## config.mk

```make
export PLATFORM = sky130hd
export DESIGN_NAME = hub_srv
export DESIGN_NICKNAME = d
export VERILOG_FILES = /design/src/rtl/hub_pkg.sv /design/src/rtl/hub_rr_arb.sv /design/src/rtl/hub_req_merge.sv /design/src/rtl/hub_rsp_fifo.sv /design/src/rtl/hub_rsp_route.sv /design/src/rtl/hub_srv.sv
export SDC_FILE = /design/constraint.sdc
export NUM_CORES = 1
export LEC_CHECK = 0
export ABC_AREA = 1
export BUFFER_PORTS_ARGS = -buffer_cell sky130_fd_sc_hd__buf_4
export CORE_MARGIN = 5
export CORE_UTILIZATION = 25
export DETAILED_ROUTE_END_ITERATION = 16
export GPL_ROUTABILITY_DRIVEN = 1
export PLACE_DENSITY = 0.46
export RECOVER_POWER = 100
export SLEW_MARGIN = 20
export SYNTH_ARGS = -nofsm -noshare
export SYNTH_HDL_FRONTEND = slang
export SYNTH_SLANG_ARGS = --single-unit
```

## constraint.sdc

```tcl
create_clock -name clk_i -period 2.4 [get_ports clk_i]
set_input_delay 0.36 -clock clk_i [delete_from_list [all_inputs] [get_ports clk_i]]
set_output_delay 0.36 -clock clk_i [all_outputs]
set_load 0.01 [all_outputs]
```

## src/rtl/hub_pkg.sv

```systemverilog
package hub_pkg;
  function automatic int unsigned idx_w(int unsigned n);
    return (n > 1) ? $clog2(n) : 1;
  endfunction
endpackage

```

## src/rtl/hub_rr_arb.sv

```systemverilog
module hub_rr_arb #(
  parameter int unsigned N = 3,
  localparam int unsigned IdxW = hub_pkg::idx_w(N)
) (
  input  logic            clk_i,
  input  logic            rst_ni,
  input  logic [N-1:0]    req_i,
  input  logic            adv_i,
  output logic [N-1:0]    gnt_o,
  output logic [IdxW-1:0] gnt_idx_o,
  output logic            any_o
);
  logic [IdxW-1:0] ptr_q;

  // first requester at or after ptr_q, wrapping
  always_comb begin
    int c;
    gnt_o     = '0;
    gnt_idx_o = '0;
    any_o     = 1'b0;
    for (int k = 0; k < int'(N); k++) begin
      c = (int'(ptr_q) + k) % int'(N);
      if (!any_o && req_i[c]) begin
        any_o     = 1'b1;
        gnt_o[c]  = 1'b1;
        gnt_idx_o = IdxW'(c);
      end
    end
  end

  always_ff @(posedge clk_i or negedge rst_ni) begin
    if (!rst_ni) begin
      ptr_q <= '0;
    end else if (adv_i && any_o) begin
      ptr_q <= (gnt_idx_o == IdxW'(N - 1)) ? '0 : gnt_idx_o + 1'b1;
    end
  end
endmodule

```

## src/rtl/hub_req_merge.sv

```systemverilog
module hub_req_merge #(
  parameter int unsigned N    = 3,
  parameter int unsigned W    = 16,
  parameter int unsigned TagW = 2,
  localparam int unsigned IdxW = hub_pkg::idx_w(N)
) (
  input  logic                clk_i,
  input  logic                rst_ni,
  input  logic [N-1:0]        valid_i,
  output logic [N-1:0]        ready_o,
  input  logic [N-1:0][W-1:0] data_i,
  output logic                srv_valid_o,
  input  logic                srv_ready_i,
  output logic [W-1:0]        srv_data_o,
  output logic [TagW-1:0]     srv_tag_o
);
  logic [N-1:0]    gnt;
  logic [IdxW-1:0] gnt_idx;
  logic            any;

  hub_rr_arb #(.N(N)) arb_i (
    .clk_i    (clk_i),
    .rst_ni   (rst_ni),
    .req_i    (valid_i),
    .adv_i    (srv_ready_i),
    .gnt_o    (gnt),
    .gnt_idx_o(gnt_idx),
    .any_o    (any)
  );

  always_comb begin
    srv_data_o = '0;
    for (int i = 0; i < int'(N); i++) begin
      if (gnt[i]) srv_data_o = data_i[i];
    end
  end

  assign srv_valid_o = any;
  assign srv_tag_o   = TagW'(gnt_idx);
  assign ready_o     = srv_ready_i ? gnt : '0;
endmodule

```

## src/rtl/hub_rsp_fifo.sv

```systemverilog
module hub_rsp_fifo #(
  parameter int unsigned W     = 16,
  parameter int unsigned DEPTH = 4,
  localparam int unsigned PtrW = hub_pkg::idx_w(DEPTH),
  localparam int unsigned CntW = $clog2(DEPTH + 1)
) (
  input  logic         clk_i,
  input  logic         rst_ni,
  input  logic         push_i,
  input  logic [W-1:0] data_i,
  output logic         ready_o,
  output logic         valid_o,
  input  logic         pop_i,
  output logic [W-1:0] data_o
);
  logic [W-1:0]    mem_q [DEPTH];
  logic [PtrW-1:0] wr_q, rd_q;
  logic [CntW-1:0] cnt_q;
  logic            do_push, do_pop;

  assign ready_o = (cnt_q != CntW'(DEPTH));
  assign valid_o = (cnt_q != '0);
  assign data_o  = mem_q[rd_q];
  assign do_push = push_i && ready_o;
  assign do_pop  = pop_i && valid_o;

  always_ff @(posedge clk_i or negedge rst_ni) begin
    if (!rst_ni) begin
      wr_q  <= '0;
      rd_q  <= '0;
      cnt_q <= '0;
    end else begin
      if (do_push) wr_q <= (wr_q == PtrW'(DEPTH - 1)) ? '0 : wr_q + 1'b1;
      if (do_pop)  rd_q <= (rd_q == PtrW'(DEPTH - 1)) ? '0 : rd_q + 1'b1;
      if (do_push && !do_pop)      cnt_q <= cnt_q + 1'b1;
      else if (do_pop && !do_push) cnt_q <= cnt_q - 1'b1;
    end
  end

  always_ff @(posedge clk_i) begin
    if (do_push) mem_q[wr_q] <= data_i;
  end
endmodule

```

## src/rtl/hub_rsp_route.sv

```systemverilog
module hub_rsp_route #(
  parameter int unsigned N    = 3,
  parameter int unsigned TagW = 2
) (
  input  logic            clk_i,
  input  logic            rst_ni,
  input  logic            valid_i,
  input  logic [TagW-1:0] tag_i,
  input  logic [N-1:0]    q_ready_i,
  output logic [N-1:0]    push_o,
  output logic            ready_o,
  output logic            bad_o
);
  logic in_range, sel_ready, bad_q;

  assign in_range = (int'(tag_i) < int'(N));

  always_comb begin
    sel_ready = 1'b0;
    push_o    = '0;
    for (int i = 0; i < int'(N); i++) begin
      if (tag_i == TagW'(i)) begin
        sel_ready = q_ready_i[i];
        push_o[i] = valid_i;
      end
    end
  end

  // unknown tags are swallowed so the server never stalls on them
  assign ready_o = in_range ? sel_ready : 1'b1;

  always_ff @(posedge clk_i or negedge rst_ni) begin
    if (!rst_ni)                    bad_q <= 1'b0;
    else if (valid_i && !in_range)  bad_q <= 1'b1;
  end

  assign bad_o = bad_q;
endmodule

```

## src/rtl/hub_srv.sv

```systemverilog
module hub_srv #(
  parameter int unsigned N_CLIENTS = 3,
  parameter int unsigned REQ_W     = 16,
  parameter int unsigned RSP_W     = 16,
  parameter int unsigned RSP_DEPTH = 4,
  localparam int unsigned TagW = $clog2(N_CLIENTS + 1)
) (
  input  logic                            clk_i,
  input  logic                            rst_ni,
  input  logic [N_CLIENTS-1:0]            cli_req_valid_i,
  output logic [N_CLIENTS-1:0]            cli_req_ready_o,
  input  logic [N_CLIENTS-1:0][REQ_W-1:0] cli_req_data_i,
  output logic                            srv_req_valid_o,
  input  logic                            srv_req_ready_i,
  output logic [REQ_W-1:0]                srv_req_data_o,
  output logic [TagW-1:0]                 srv_req_tag_o,
  input  logic                            srv_rsp_valid_i,
  output logic                            srv_rsp_ready_o,
  input  logic [RSP_W-1:0]                srv_rsp_data_i,
  input  logic [TagW-1:0]                 srv_rsp_tag_i,
  output logic [N_CLIENTS-1:0]            cli_rsp_valid_o,
  input  logic [N_CLIENTS-1:0]            cli_rsp_ready_i,
  output logic [N_CLIENTS-1:0][RSP_W-1:0] cli_rsp_data_o,
  output logic                            bad_tag_o
);
  logic [N_CLIENTS-1:0] q_ready, q_push;

  hub_req_merge #(.N(N_CLIENTS), .W(REQ_W), .TagW(TagW)) merge_i (
    .clk_i      (clk_i),
    .rst_ni     (rst_ni),
    .valid_i    (cli_req_valid_i),
    .ready_o    (cli_req_ready_o),
    .data_i     (cli_req_data_i),
    .srv_valid_o(srv_req_valid_o),
    .srv_ready_i(srv_req_ready_i),
    .srv_data_o (srv_req_data_o),
    .srv_tag_o  (srv_req_tag_o)
  );

  hub_rsp_route #(.N(N_CLIENTS), .TagW(TagW)) route_i (
    .clk_i    (clk_i),
    .rst_ni   (rst_ni),
    .valid_i  (srv_rsp_valid_i),
    .tag_i    (srv_rsp_tag_i),
    .q_ready_i(q_ready),
    .push_o   (q_push),
    .ready_o  (srv_rsp_ready_o),
    .bad_o    (bad_tag_o)
  );

  for (genvar g = 0; g < int'(N_CLIENTS); g++) begin : g_cli_q
    hub_rsp_fifo #(.W(RSP_W), .DEPTH(RSP_DEPTH)) fifo_i (
      .clk_i  (clk_i),
      .rst_ni (rst_ni),
      .push_i (q_push[g]),
      .data_i (srv_rsp_data_i),
      .ready_o(q_ready[g]),
      .valid_o(cli_rsp_valid_o[g]),
      .pop_i  (cli_rsp_ready_i[g]),
      .data_o (cli_rsp_data_o[g])
    );
  end
endmodule

```

==> out/metrics.csv <==
stage,metric,value,unit
outcome,status,finished with violations,
outcome,violations,"max-capacitance violations, max-slew violations, negative setup slack",
worst_setup_path,worstRegToRegCells,10,
power,p_leak,4.69,nW
floorplanning,row_count,70,
detailed_routing,drt-total-wl,25.5,mm
power,switching_power,0.00660,W
detailed_routing,remaining_drc_errors,0,
placed_design,io_buffers,150,
synthesis,synth-seq-cells,216,
grt,grt_overflow,0,
worst_hold_path,whs_path_depth,2,
sta,rsz0062_at_grt,yes,
worst_hold_path,hp-class,in2reg,
final_layout,diodes,0,
final_layout,area_growth,32.2,%
power,power_density,1390,mW/mm²
cts,cts_max_path_buffers,3,
floorplanning,initial_utilization,25.4,%
worst_setup_path,path_class,reg2out,
placed_design,dpl_cell_area,0.0113,mm²
sta,worst-slew-pin-transition,1.65,ns
synthesis,yosysWarnings,0,
worst_setup_path,end_kind,primary output,
final_layout,stdcell_count,1498,
cts,clock_latency,0.52,ns
power,peakVddDrop,0.764,mV
sta,holdWs,0.102,ns
power,internal-power,0.0106,W
floorplanning,die_x,203,µm
synthesis,mappedNetlistArea,0.00935,mm²
power,power_frac_comb,50.9,%
floorplanning,coreArea,0.0368,mm²
sta,hold_viol_final,0,
sta,setup_slack,-0.481,ns
cts,htreeDepth,1,
job,cap_viol_max_count,1,
sta,slew_violations,25,
final_layout,design_area,0.0124,mm²
floorplanning,die_area,0.0413,mm²
synthesis,netlist_instances,803,
worst_setup_path,critPathArrivalTime,2.52,ns
worst_setup_path,path_max_fanout,6,
final_layout,final_nets,1113,
cts,numCtsBuffers,24,
grt,grt_pass1_wl,38.2,mm
cts,cts_root_buf,clkbuf_16,
placed_design,routabilityCongestion,0.755,
floorplanning,pin_count,151,
sta,slew_headroom,-10.0,%
power,clockPowerShare,21.9,%
worst_setup_path,cp_data_required_time,2.04,ns
sta,fin_crit_sh,120,%
synthesis,yosysSeqAreaShare,68.1,%
detailed_routing,wire_per_inst,17.1,µm
final_layout,register_area,0.00637,mm²
worst_setup_path,start_kind,flop,
sta,clock_skew,0.0169,ns
detailed_routing,viasPerCell,4.36,
detailed_routing,drt_iter0_drc,290,
final_layout,drive_gt1_share,28.7,%
synthesis,syn_nets,904,
synthesis,synth.avg_cell_area,11.6,µm²
cts,clkTransAtPathRegs,0.06,ns
detailed_routing,vias,6529,
power,power,0.0172,W
grt,grt_use_total,11.7,%
cts,cts_tree,built,
floorplanning,die_height,203,µm
detailed_routing,ant_nets,0,
placed_design,dp_cells,1433,
final_layout,fillCellCount,3719,
cts,cts.sinks,216,
grt,grt_pass1_vias,6300,
detailed_routing,dr.pass1.iters,4,
power,netSwitchingFraction,38.4,%
sta,fmax,0.347,GHz
placed_design,hpwl,16.7,mm
grt,grt_max_degree,35,
synthesis,ys_types,34,
final_layout,multi_input_area,0.00276,mm²
power,p_seq_share,27.2,%
grt,grt_antenna_before_repair,2,
sta,min_period,2.88,ns
sta,setup_viol,49,
kinds of logic after synthesis:
group,Yosys count,synth area share [%]
fa+ha+maj,25,3.59
buf+inv,87,4.15
simple gates,292,13.3
mux,1,0.120
compound gates,176,10.2
flops,216,68.1
xor+xnor,6,0.562
registers in the layout, summed over array words and instances, names as in the netlist:
register / flops
g_cli_q.fifo_i.cnt_q: 9
g_cli_q.fifo_i.mem_q: 192
g_cli_q.fifo_i.wr_q: 6
route_i.bad_o: 1
g_cli_q.fifo_i.rd_q: 6
merge_i.arb_i.ptr_q: 2
synth_stat cells (all sizes together):
library cell	instances	area, µm²
dfrtp	24	601
a31oi	2	12.5
inv	53	201
nor2	190	723
ha	22	275
a31o	1	8.76
clkbuf	24	90.1
xor2	3	26.3
nor4	1	6.26
nand2	61	279
fa	3	60.1
o22ai	48	300
buf	10	96.3
mux2	1	11.3
nand3	36	195
xnor2	3	26.3
nor3	1	5.00
o31ai	1	7.51
nand4	3	33.8
edfxtp	192	5770
a21oi	12	60.1
o21ai	112	561
power groups by stage:
| stage | Combinational, W | Sequential (W) | Clock (W) |
|---|---|---|---|
| global route | 0.00967 | 0.00473 | 0.00403 |
| finish | 0.00875 | 0.00469 | 0.00376 |
| CTS | 0.00815 | 0.00467 | 0.00386 |
| global placement | 0.00776 | 0.00473 | 0 |
| floorplan | 0.00438 | 0.00475 | 0 |
| detailed placement | 0.00775 | 0.00474 | 0 |
stage by stage:
step	worst slack [ns]	util [%]	TNS, ns
finish	-0.481	33.6	-10.39
global route	-0.625	33.6	-20.06
CTS	-0.450	33.3	-8.09
detailed placement	-0.0367	30.6	-0.339
global placement	0.0147	30.6	0
floorplan	0.163	-	0
final cells by class:
type                    instances  share of cell area (%)
clock buffers                  34                    5.33
well taps                     468                    4.74
clock inverters                10                    1.32
inverters                      53                    1.78
repair buffers                216                    13.0
multi-input cells             501                    22.3
flip-flops and latches        216                    51.5
worst max-delay path, cell delays in order (launching register included):
cell and delay [ns]:
dfrtp_1 0.41, buf_6 0.14, ha_4 0.28, inv_4 0.05, nand2_2 0.06, nand3_2 0.09, nand2_4 0.11, nand2_4 0.07
nand2_4 0.06, o21ai_2 0.05, nand2_2 0.09, clkinv_4 0.10, clkbuf_16 0.18, nand2_4 0.05, nor2_1 0.03, nor2_1 0.10
buf_4 0.12
per-layer routing:
metal / GRT usage [%] / up-vias / part of all wire, % / wire [µm]
li1: - / 3258 / - / -
met1: 16.6 / 3108 / 47 / 12000
met2: 19.2 / 135 / 46 / 11900
met3: 2.10 / 28 / 5.2 / 1320
met4: 2.10 / 0 / 1.5 / 371
met5: 0 / - / 0 / 0
layout by cell type (no fill, tap or decap), drive strengths merged:
master	netlist	final
mux2	1	1
xor2	3	3
a31o	1	1
a21oi	12	12
o22ai	48	48
o21ai	112	112
fa	3	3
ha	22	22
edfxtp	192	192
buf	10	172
inv	53	50
a31oi	2	2
nor4	1	1
nor3	1	1
nor2	190	190
bufinv	0	3
xnor2	3	3
clkinv	0	5
clkinvlp	0	5
o31ai	1	1
nand3	36	36
nand2	61	62
dfrtp	24	24
dlygate4sd3	0	1
nand4	3	3
clkbuf	24	77
worst paths after layout:
check,to,slack (ns),start
worst max-delay path,srv_req_data_o[13],-0.48,merge_i.arb_i.ptr_q[1]
worst min-delay path,route_i.bad_o,0.10,srv_rsp_tag_i[1]
worst max register to register,g_cli_q[2].fifo_i.cnt_q[2],0.03,g_cli_q[2].fifo_i.cnt_q[0]
worst min register to register,route_i.bad_o,0.48,route_i.bad_o
max in group asynchronous,merge_i.arb_i.ptr_q[0],0.51,rst_ni
min in group asynchronous,g_cli_q[0].fifo_i.wr_q[1],0.79,rst_ni
repair_timing:
item                                   in CTS  in global routing
buffers inserted                            7                 10
hold buffers                                1                  0
endpoints found under the hold margin      24                  0
cloned                                      2                  3
setup endpoints to repair                  22                 35
resized for setup                          21                 41
pin swaps                                   6                 17
Note: power is estimated with default switching activity, not from simulation.
